--- src/rtl/bytefifo_asym.sv ---
module bytefifo_asym #(
  parameter int WR_BITS = 32,
  parameter int RD_BITS = 16,
  parameter int AW      = 4
) (
  input  logic               clk,
  input  logic               rst,
  input  logic               wr_en,
  input  logic [WR_BITS-1:0] wr_data,
  input  logic               rd_en,
  output logic [RD_BITS-1:0] rd_data,
  output logic               full,
  output logic               empty,
  output logic [AW:0]        level
);
  localparam int WB    = WR_BITS / 8;
  localparam int RB    = RD_BITS / 8;
  localparam int DEPTH = 1 << AW;
  localparam logic [AW:0] WSTEP = (AW+1)'(WB);
  localparam logic [AW:0] RSTEP = (AW+1)'(RB);
  localparam logic [AW:0] CAP   = (AW+1)'(DEPTH);

  if (WR_BITS % 8 != 0 || RD_BITS % 8 != 0 || WB < 1 || RB < 1 ||
      DEPTH < WB || DEPTH < RB) begin : g_bad_cfg
    $error("bytefifo_asym: widths must be whole bytes and fit the store");
  end

  logic [7:0]  mem [DEPTH];
  logic [AW:0] wptr, rptr;
  logic [AW:0] space;
  logic        wr_go, rd_go;

  assign level = wptr - rptr;
  assign space = CAP - level;
  assign full  = space < WSTEP;
  assign empty = level < RSTEP;
  assign wr_go = wr_en & ~full;
  assign rd_go = rd_en & ~empty;

  always_ff @(posedge clk) begin
    if (rst) begin
      wptr <= '0;
      rptr <= '0;
    end else begin
      if (wr_go) wptr <= wptr + WSTEP;
      if (rd_go) rptr <= rptr + RSTEP;
    end
  end

  always_ff @(posedge clk) begin
    if (wr_go)
      for (int i = 0; i < WB; i++)
        mem[wptr[AW-1:0] + AW'(i)] <= wr_data[8*i +: 8];
  end

  always_ff @(posedge clk) begin
    if (rst) rd_data <= '0;
    else if (rd_go)
      for (int i = 0; i < RB; i++)
        rd_data[8*i +: 8] <= mem[rptr[AW-1:0] + AW'(i)];
  end
endmodule

--- config.mk ---
export PLATFORM = sky130hd
export DESIGN_NAME = bytefifo_asym
export DESIGN_NICKNAME = d
export VERILOG_FILES = /design/src/rtl/bytefifo_asym.sv
export SDC_FILE = /design/constraint.sdc
export NUM_CORES = 1
export LEC_CHECK = 0
export ABC_AREA = 1
export BUFFER_PORTS_ARGS = -buffer_cell sky130_fd_sc_hd__buf_2
export CAP_MARGIN = 30
export CORE_MARGIN = 1
export CORE_UTILIZATION = 50
export DETAILED_ROUTE_END_ITERATION = 10
export PLACE_DENSITY_LB_ADDON = 0.1
export SLEW_MARGIN = 20
export SYNTH_ARGS = -nofsm -noshare
export SYNTH_HDL_FRONTEND = slang
export SYNTH_SLANG_ARGS = --single-unit
--- constraint.sdc ---
create_clock -name clk -period 3.6 [get_ports clk]
set_input_delay 0.72 -clock clk [delete_from_list [all_inputs] [get_ports clk]]
set_output_delay 0.72 -clock clk [all_outputs]
set_load 0.005 [all_outputs]
* Word-level counts from Yosys, hierarchy flattened
Memories as Yosys holds them, arrays and structs flattened. A register that Yosys moved wholly into a read port is not among the register bits. Cells that the tools add are included.
Storage, ports and cells: flip-flop bits (word level) 10, latch bits 0, memory bits (writable) 128, memory bits (read-only) 0, bits of input ports 36, output and inout port bits 23, word-level logic and storage cells 19, memories 1
Memory list:
- mem | depth 16, width 8, read ports 2, clocked after memory_dff 2, write ports 4, line 28 | logic [7:0] mem [DEPTH];
Cells by class: $add $sub $neg 8, multipliers 0, divide/modulo/power cells 0, $lt $le $gt $ge 2, equality and inequality tests 0, shift operators 0, multiplexer cells 2, bitwise logic cells 4, reductions and logical operators 0
Operators with widths (count):
- 4-bit by 1-bit adder with 4-bit output (second input constant) | 2
- 4-bit by 2-bit adder with 4-bit output (second input constant) | 2
- 5-bit by 2-bit adder with 5-bit output (second input constant) | 1
- 5-bit by 3-bit adder with 5-bit output (second input constant) | 1
- 5-bit by 2-bit < comparator with 1-bit output (second input constant) | 1
- 5-bit by 3-bit < comparator with 1-bit output (second input constant) | 1
- 5-bit subtractor | 1
- 5-bit subtractor (first input constant) | 1
- 1-bit bitwise AND | 2
- 1-bit 2-to-1 mux | 2
- 1-bit NOT | 2

* Logic depth before layout (Yosys ltp)
Gate-level depths: netlist of run 1.
depth after elaboration 7, mapped depth 14, mapped depth without buffers 13

* Least setup slack after synthesis of run 1
OpenSTA, ideal clock, no wires.
path type flip-flop to flip-flop, start point register rptr[3], end point memory mem[12][0], enable pin, setup time 0.421 ns, arrival 3.046 ns, data required time 3.179 ns, path slack 0.133 ns, stages on the path, launching flop included 12, path buffers 1, clock period less this slack 3.467 ns, cell sequence dfxtp_1 > inv_2 > buf_1 > ha_1 > inv_1 > nand2_1 > nand2_2 > nor2_1 > nand3b_1 > nand3_2 > nand2_2 > nor2_1
RTL lines:
- from (decl) | line 29 | logic [AW:0] wptr, rptr;
- from (signal assigned) | line 46 | if (rd_go) rptr <= rptr + RSTEP;
- to (decl) | line 28

* Worst setup path after layout of run 1
start point register rptr[3], end point output full
On the way: longest elaborated chain between the ends 3
Ends and longest elaborated chain:
- 5-bit subtractor | line 33 | assign level = wptr - rptr;
- 5-bit subtractor | line 34 | assign space = CAP - level;
- 5-bit by 3-bit < comparator with 1-bit output | line 35 | assign full = space < WSTEP;
- to (decl) | line 12 | output logic full,
Every way passes these cells.

==> impl_metrics.tcl, run 1 <==
set metrics [dict create \
    cp_num_buf_inv 4 \
    synth.avg_cell_area_um2 11.3 \
    cts_tree "yes" \
    maxCapViolations 0 \
    grt-ovfl-total 0 \
    synth.largest_area_cell "edfxtp_1" \
    routed_via_density 5.14 \
    min_from "rd_data[5]" \
    path_common_cell "inv_1" \
    die-area_um2 12800 \
    cts_sinks 151 \
    syn_nets 590 \
    fin_crit_ps 2960 \
    leakage_uw 0.00273 \
    dr_wl_met3_um 668 \
    dr.pass1.iters 5 \
    fmax_mhz 338 \
    clock_skew_ps 4.34 \
    synth_seq_cells 151 \
    p_int_uw 3990 \
    wl_met1_um 5100 \
    yosys-top-cells-area "edfxtp_1 62%, dfxtp_1 7.5%, nand2_1 7.2%, nor2_1 5.5%, nand3_1 4.3%" \
    diodes 0 \
    cts.hold.buffers_added 0 \
    synthFlopType "edfxtp_1" \
    fin_tns_setup_ps 0 \
    required_ps 2880 \
    grtUsageTotal_pct 20.1 \
    core_um2 12000 \
    clk_latency_ps 410 \
    port_buffers 57 \
    syn_to_final_growth_pct 15.3 \
    wl_met2_um 5650 \
    drive_gt1_share_pct 18.4 \
    timing.rr.start "rptr[3]" \
    pwr-share-clk_pct 26.2 \
    ys_types 28 \
    rr_worst_depth 11 \
    grt_pass1_wl_um 18900 \
    clockRootBuffer "clkbuf_16" \
    rsz0062_at_grt "no" \
    vias 3908 \
    cellPowerDensity_nw_per_um2 854 \
    fill_cells 987 \
    hold_path_end "rd_data[5]" \
    peakVddDrop_uv 376 \
    startpoint_type "flip-flop" \
    clk_pin_slew_ps 60 \
    crit_path_max_fanout 18 \
    power_switching_share_pct 34.3 \
    cts_resized 0 \
    gp_congestion 0.760 \
    seqPwrFrac_pct 41.7 \
    rows 40 \
    post_cts_buffers 0 \
    drtAntennaViolNets 0 \
    cts_buffers 17 \
    netlist_instances 544 \
    routed.top_layer "met4" \
    cts_buffer_depth 2 \
    cp.depth 10 \
    async_reset_ff_share_pct 0 \
    post-route-util_pct 59.2 \
    rrSetupSlack_ps 930 \
    multiInputGateArea_um2 1640 \
    antenna_found_initial 0 \
    grt_max_degree 68 \
    ctsHtreeMaxLevel 4 \
    status "finished, final reports clean" \
    holdWs_ps 472 \
    initial_core_util_pct 51.3 \
    r2r_end "mem[10][7]" \
    power.switching_uw 2080 \
    synthTopCellsByCount "128 x edfxtp_1, 119 x nand2_1, 91 x nor2_1" \
    final-seq-area_um2 4310 \
    synth.top_cell.area_share_pct 62.3 \
    critPathMaxStageDelay_ps 420 \
    min_path_cells 2 \
    die_h_um 113 \
    hold_path_class "flip-flop to flip-flop" \
    arrival_ps 2240 \
    drc_errors 0 \
    crit_slowest_cell "ha_1" \
    seq_area_frac_synth_pct 69.8 \
    critical_path_class "flip-flop to primary output" \
    drtIter0Drc 257 \
    crit_chain "inv_2 > ha_1 > inv_1 > nand2_1 > nand2_2 > nor2_1 > nand3b_1 > nand3_2 > inv_1 > buf_2" \
    io_pins 59 \
    finalHoldViolCount 0 \
    synth_edf_count 128 \
    grt_pass1_vias 3696 \
    worstMarginPinSlew_ps 734 \
    p_comb_share_pct 32.1 \
    cp_top_family "simple AND/OR/NAND/NOR gates" \
    period_share_pct 82.2 \
    setup_viol 0 \
    synth_warnings 0 \
    nets 647 \
    wl_per_cell_um 15.3 \
    endpoint_kind "primary output" \
    relSlewSlack_pct 51.1 \
    wl_um 11600 \
    slew_violations 0 \
    hpwl_um 7120 \
    syn_area_um2 6170 \
    die_w_um 113 \
    synth_most_common_cell "edfxtp_1" \
]
==> per-layer routing <==
layer | GRT usage (%) | up-vias
met4 | 8.68 | 0
met2 | 32.9 | 105
met3 | 4.87 | 14
met1 | 25.8 | 1815
met5 | 0 | -
li1 | - | 1974
==> worst max-delay path by stage <==
stage,startpoint,to
floorplan,rptr[3],mem[12][0]
global placement,rptr[3],mem[6][6]
detailed placement,rptr[3],mem[12][6]
CTS,rptr[3],full
global route,rptr[3],full
finish,rptr[3],full
==> area by class of cell <==
class,count,share of cell area [%]
clock buffers,19,6.09
clock inverters,13,1.51
inverters,22,1.20
multi-input cells,344,23.1
flip-flops and latches,151,60.6
well taps,147,2.59
repair buffers,65,4.96
==> power by group through the flow <==
stage,Clock [uW],Sequential (uW),Combinational [uW]
5_1_grt,1700,2570,2220
3_5_place_dp,0,2570,1970
3_3_place_gp,0,2550,1940
4_1_cts,1620,2530,1970
2_1_floorplan,0,2570,1370
6_report,1590,2530,1950
==> worst register-to-register path: stages (launching register included) <==
cell	delay (ps)
dfxtp_1	400
inv_2	210
ha_1	420
inv_1	60
nand2_1	90
nand2_2	90
nor2_1	130
nand3_1	110
nand3_2	130
nand2_2	140
nor2_2	100
buf_4	410
==> metrics by stage <==
step / setup slack, ps / cell area (um^2) / power, uW / std cells
2_1_floorplan: 133 / 6170 / 3940 / 544
3_3_place_gp: 1000 / 6550 / 4500 / 728
3_5_place_dp: 930 / 6550 / 4540 / 728
4_1_cts: 622 / 7090 / 6130 / 760
5_1_grt: 516 / 7110 / 6490 / 761
6_report: 641 / 7110 / 6070 / 761
==> cells by family after synthesis <==
logic type                 Yosys count  share of synthesized area, %
DFF                                151                          69.8
AOI/OAI and AO/OA                   56                          5.25
xor gates and xnor gates             4                         0.568
buffers and inverters               49                          3.75
adders and majority gates           10                          2.15
other                                1                        0.0608
and+or+nand+nor                    273                          18.4
==> cells in the final DEF, fill, tap and decap left out, types with 7 or more instances in the layout <==
cell type	Yosys	final
dfxtp_1	23	22
nor2_1	91	87
inv_1	15	15
ha_1	9	9
o21ai_0	22	22
buf_4	5	7
nand3_1	53	53
o21ai_1	12	12
o211ai_1	16	16
nand2_1	119	119
edfxtp_1	128	128
clkbuf_16	0	17
buf_2	9	57
==> sequential cells by signal, indices dropped and copies added (netlist names) <==
signal / cells
rptr: 4
mem: 128
wptr: 3
rd_data: 16
Note: power is estimated with default switching activity, not from simulation.
==> inputs of run 2 (changes only) <==
- ABC_AREA: 1 -> 0
- clock period: 3.6 -> 2.7 ns (I/O delays scaled with it)
==> impl_metrics.tcl, run 2 <==
set metrics [dict create \
    largest_reg_flops 128 \
    cellPowerDensity_nw_per_um2 1270 \
    syn_to_final_growth_pct 19.9 \
    grt_pass1_vias 3254 \
    peakVddDrop_uv 811 \
    dr.pass1.iters 9 \
    core_um2 11600 \
    cts_buffer_depth 2 \
    cts.hold.buffers_added 0 \
    synth_most_common_cell "edfxtp_1" \
    hold_path_class "input pin to flip-flop" \
    crit_path_max_fanout 4 \
    ctsHtreeMaxLevel 4 \
    synth_warnings 0 \
    gp_congestion 0.715 \
    fin_crit_ps 2620 \
    synthFlopType "edfxtp_1" \
    clock_skew_ps 5.88 \
    vias 3140 \
    die-area_um2 12400 \
    finalHoldViolCount 0 \
    netlist_instances 333 \
    clockRootBuffer "clkbuf_16" \
    drtIter0Drc 196 \
    synth_seq_cells 151 \
    ys_types 38 \
    seq_area_frac_synth_pct 71.8 \
    slew_violations 0 \
    routed_via_density 5.56 \
    cts_buffers 17 \
    grtUsageTotal_pct 19.9 \
    clk_pin_slew_ps 60 \
    required_ps 2160 \
    drive_gt1_share_pct 39.1 \
    status "complete, but fails checks" \
    diodes 0 \
    nets 455 \
    fin_cells 565 \
    initial_core_util_pct 51.8 \
    period_share_pct 97.0 \
    arrival_ps 2080 \
    fin_tns_setup_ps 0 \
    drc_errors 2 \
    grt-ovfl-total 0 \
    cts_sinks 151 \
    placedCellCount 529 \
    cts_tree "yes" \
    rsz0062_at_grt "yes" \
    startpoint_type "flip-flop" \
    synthTopCellsByCount "128 x edfxtp_1, 34 x nand2_1, 32 x mux4_2" \
    leakage_uw 0.00254 \
    syn_nets 379 \
    async_reset_ff_share_pct 0 \
    relSlewSlack_pct 61.2 \
    port_buffers 57 \
    fill_cells 863 \
    clk_latency_ps 420 \
    most-common-layout-cells "128 x edfxtp_1, 56 x buf_2, 34 x nand2_1, 32 x mux4_2" \
    critical_path_class "flip-flop to primary output" \
    synth.top_cell.area_share_pct 64.1 \
    power_uw 9150 \
    maxCapViolations 0 \
    syn_area_um2 5990 \
    setup_viol 0 \
    worstMarginPinSlew_ps 582 \
    post-route-util_pct 62.1 \
    drtAntennaViolNets 0 \
    die_h_um 111 \
    io_pins 59 \
    final_common_cell "edfxtp_1" \
    synth.avg_cell_area_um2 18.0 \
    failed_checks "design-rule violations" \
    grt_max_degree 36 \
    wl_um 11000 \
    wl_per_cell_um 19.5 \
    yosys-top-cells-area "edfxtp_1 64%, mux4_2 12%, dfxtp_1 7.7%, a311oi_1 2.3%, nand2_1 2.1%" \
    holdWs_ps 338 \
    grt_pass1_wl_um 17700 \
    antenna_found_initial 0 \
    die_w_um 111 \
    rows 39 \
    endpoint_kind "primary output" \
    fmax_mhz 382 \
    hpwl_um 6880 \
    synth_edf_count 128 \
    synth.largest_area_cell "edfxtp_1" \
]
==> run 2: changes by cell type in the layout (fill, tap and decap cells not counted), moves of 10 or more <==
cell	delta
inv_1	-10
a311oi_1	+16
nor2_1	-82
o21ai_1	-12
nand2_1	-85
a21oi_1	+15
o211ai_1	-16
mux4_2	+32
nand3_1	-49
buf_4	+10
o21ai_0	-20
==> run 2: path summary, 6_finish.rpt <==
kind	startpoint	endpoint	slack, ps	cells past startpoint
max	wptr[2]	full	80	7
min	wr_data[26]	mem[11][2]	340	1
max reg2reg	wptr[2]	mem[9][3]	200	9
min reg2reg	rd_data[1]	rd_data[1]	510	2
==> run 2: worst max-delay path: stages (launching register included) <==
cell and delay (ps):
dfxtp_4 370, inv_4 40, fa_2 390, xor2_2 210, nand3_1 120, xnor3_2 250
and2_4 170, buf_6 100
==> run 2: power by group <==
group | internal [uW] | switching [uW] | leakage [uW] | total (uW)
Sequential | 3320 | 198 | 0.00136 | 3520
Clock | 1400 | 881 | 0.000272 | 2280
Combinational | 1580 | 1770 | 0.000906 | 3350
==> run 2: cells by family (layout without fill, tap and decap cells) <==
group / count (synthesis) / after routing / synth area share (%)
flip-flops: 151 / 151 / 71.8
AO/OA/AOI/OAI: 43 / 43 / 5.07
multiplexers: 36 / 36 / 12.9
buffers and inverters: 30 / 119 / 2.48
XOR/XNOR: 5 / 5 / 0.981
AND/OR/NAND/NOR: 57 / 57 / 4.49
adder cells (fa/ha/maj): 10 / 10 / 2.21
other: 1 / 1 / 0.0626
==> run 2: per-stage QoR <==
| stage | setup WS, ps | area, um^2 |
|---|---|---|
| global route | -18.0 | 7190 |
| global placement | 168 | 6550 |
| finish | 80.6 | 7190 |
| CTS | 9.31 | 7150 |
| floorplan | -67.6 | 6040 |
| detailed placement | 125 | 6550 |
==> run 2: area by class of cell <==
type                    count  area [um^2]  share of cell area [%]
clock buffers              19          453                    6.30
well taps                 143          179                    2.49
inverters                   9         41.3                   0.575
flip-flops and latches    151         4310                    60.0
multi-input cells         152         1580                    22.0
clock inverters            13          129                    1.79
repair buffers             78          490                    6.83
==> run 2: repair_timing <==
| action | in CTS | in global routing |
|---|---|---|
| setup endpoints to repair | 1 | 1 |
| gates resized for setup | 3 | 7 |
| pin swaps | 2 | 3 |
| setup buffers | 2 | 2 |
==> run 2: routing by layer <==
metal | global-route usage, % | vias to the layer above | share of wire (%)
met2 | 32.4 | 58 | 51
li1 | - | 1462 | -
met1 | 25.4 | 1606 | 44
met5 | 0 | - | 0
met3 | 5.77 | 14 | 3.1
met4 | 7.93 | 0 | 1.4
==> inputs of run 3 (changes only) <==
- MAX_ROUTING_LAYER: not set -> met4
==> impl_metrics.tcl, run 3 (same netlist as run 2, synthesis figures left out) <==
set metrics [dict create \
    endpoint_kind "primary output" \
    cts_sinks 151 \
    cts_buffers 17 \
    io_pins 59 \
    timing.rr.start "wptr[2]" \
    fin_tns_setup_ps 0 \
    pwr-share-clk_pct 24.9 \
    seqPwrFrac_pct 38.5 \
    clk_pin_slew_ps 60 \
    peakVddDrop_uv 812 \
    rrSetupSlack_ps 200 \
    critPathMaxStageDelay_ps 390 \
    core_um2 11600 \
    rsz0062_at_grt "yes" \
    rows 39 \
    status "complete, but fails checks" \
    multiInputGateArea_um2 1580 \
    cts_tree "yes" \
    required_ps 2160 \
    crit_path_max_fanout 4 \
    fill_cells 863 \
    die_w_um 111 \
    drtIter0Drc 193 \
    cp_top_family "adder cells" \
    p_comb_share_pct 36.6 \
    fin_ws_ps 85.0 \
    largest_reg_flops 128 \
    grt_max_degree 36 \
    leakage_uw 0.00254 \
    dr.pass1.iters 9 \
    startpoint_type "flip-flop" \
    finalHoldViolCount 0 \
    cp_num_buf_inv 3 \
    antenna_found_initial 0 \
    power_uw 9140 \
    fmax_mhz 382 \
    die_h_um 111 \
    setup_viol 0 \
    power_switching_share_pct 31.1 \
    grt_pass1_vias 3251 \
    ctsHtreeMaxLevel 4 \
    min_from "wr_data[26]" \
    grt-ovfl-total 0 \
    arrival_ps 2080 \
    slew_violations 0 \
    most-common-layout-cells "128 x edfxtp_1, 56 x buf_2, 34 x nand2_1, 32 x mux4_2" \
    initial_core_util_pct 51.8 \
    hold_path_class "input pin to flip-flop" \
    grt_pass1_wl_um 17700 \
    die-area_um2 12400 \
    routed_via_density 5.55 \
    maxCapViolations 0 \
    crit_chain "inv_4 > fa_2 > xor2_2 > inv_2 > xnor2_1 > nor2_2 > and2_4 > buf_6" \
    wl_per_cell_um 19.5 \
    p_int_uw 6300 \
    worstMarginPinSlew_ps 580 \
    pre_cts_ws_ps 125 \
    power.switching_uw 2840 \
    diodes 0 \
    clockRootBuffer "clkbuf_16" \
    fin_crit_ps 2620 \
    cellPowerDensity_nw_per_um2 1270 \
    wl_um 11000 \
    nets 455 \
    final_common_cell "edfxtp_1" \
    cts_buffer_depth 2 \
    syn_to_final_growth_pct 19.9 \
    hpwl_um 6880 \
    gp_congestion 0.723 \
    vias 3137 \
    drive_gt1_share_pct 39.1 \
    drc_errors 2 \
    failed_checks "design-rule violations" \
    crit_slowest_cell "fa_2" \
    drtAntennaViolNets 0 \
    relSlewSlack_pct 61.3 \
    crit_start "wptr[2]" \
    clock_skew_ps 4.19 \
    final-seq-area_um2 4310 \
    period_share_pct 96.9 \
    critical_path_class "flip-flop to primary output" \
    port_buffers 57 \
    clk_latency_ps 420 \
    grtUsageTotal_pct 20.5 \
]
run 3: cell counts in the layout (fill, tap and decap cells not counted):
Identical to the previous run, type by type.
run 3: layer usage:
metal,GRT usage (%),wire length (um),vias to the layer above
met3,6.42,552,10
met5,-,0,-
met1,25.4,4720,1590
met4,6.85,110,0
met2,32.4,5610,72
li1,-,-,1465
run 3: worst register-to-register path, stage by stage (launching register included):
cell and delay, ps:
dfxtp_4 370, inv_4 40, fa_2 390, xor2_2 210, nand3_1 120, xnor3_2 250, buf_4 170, a21boi_4 220
and2_2 220, buf_4 200
run 3: power by group through the flow:
stage	Clock, uW	Combinational (uW)	Sequential (uW)
2_1_floorplan	0	2220	3530
3_3_place_gp	0	3150	3540
3_5_place_dp	0	3180	3570
4_1_cts	2320	3290	3520
5_1_grt	2420	3660	3590
6_report	2280	3340	3520
run 3: through the flow:
stage | instances | hold slack (ps) | area [um^2] | util (%)
3_3_place_gp | 529 | 505 | 6550 | 56.6
2_1_floorplan | 333 | 508 | 6040 | -
4_1_cts | 563 | 319 | 7150 | 61.8
5_1_grt | 565 | 323 | 7190 | 62.1
6_report | 565 | 341 | 7190 | 62.1
3_5_place_dp | 529 | 508 | 6550 | 56.6
run 3: worst paths after layout:
kind | to | cells past startpoint
worst max-delay path | full | 8
worst min-delay path | mem[11][2] | 1
worst max register to register | mem[9][3] | 9
worst min register to register | rd_data[1] | 2
run 3: final cells by class:
type	instances	share of cell area (%)
Timing Repair Buffer	78	6.83
Tap cell	143	2.49
Multi-Input combinational cell	152	22.0
Sequential cell	151	60.0
Clock inverter	13	1.79
Clock buffer	19	6.30
Inverter	9	0.575
run 3: repair_timing:
action                     CTS  global route
pin swaps                    2             3
hold buffers                 0             0
gates resized for setup      3             7
buffers inserted             2             2
setup endpoints to repair    1             1
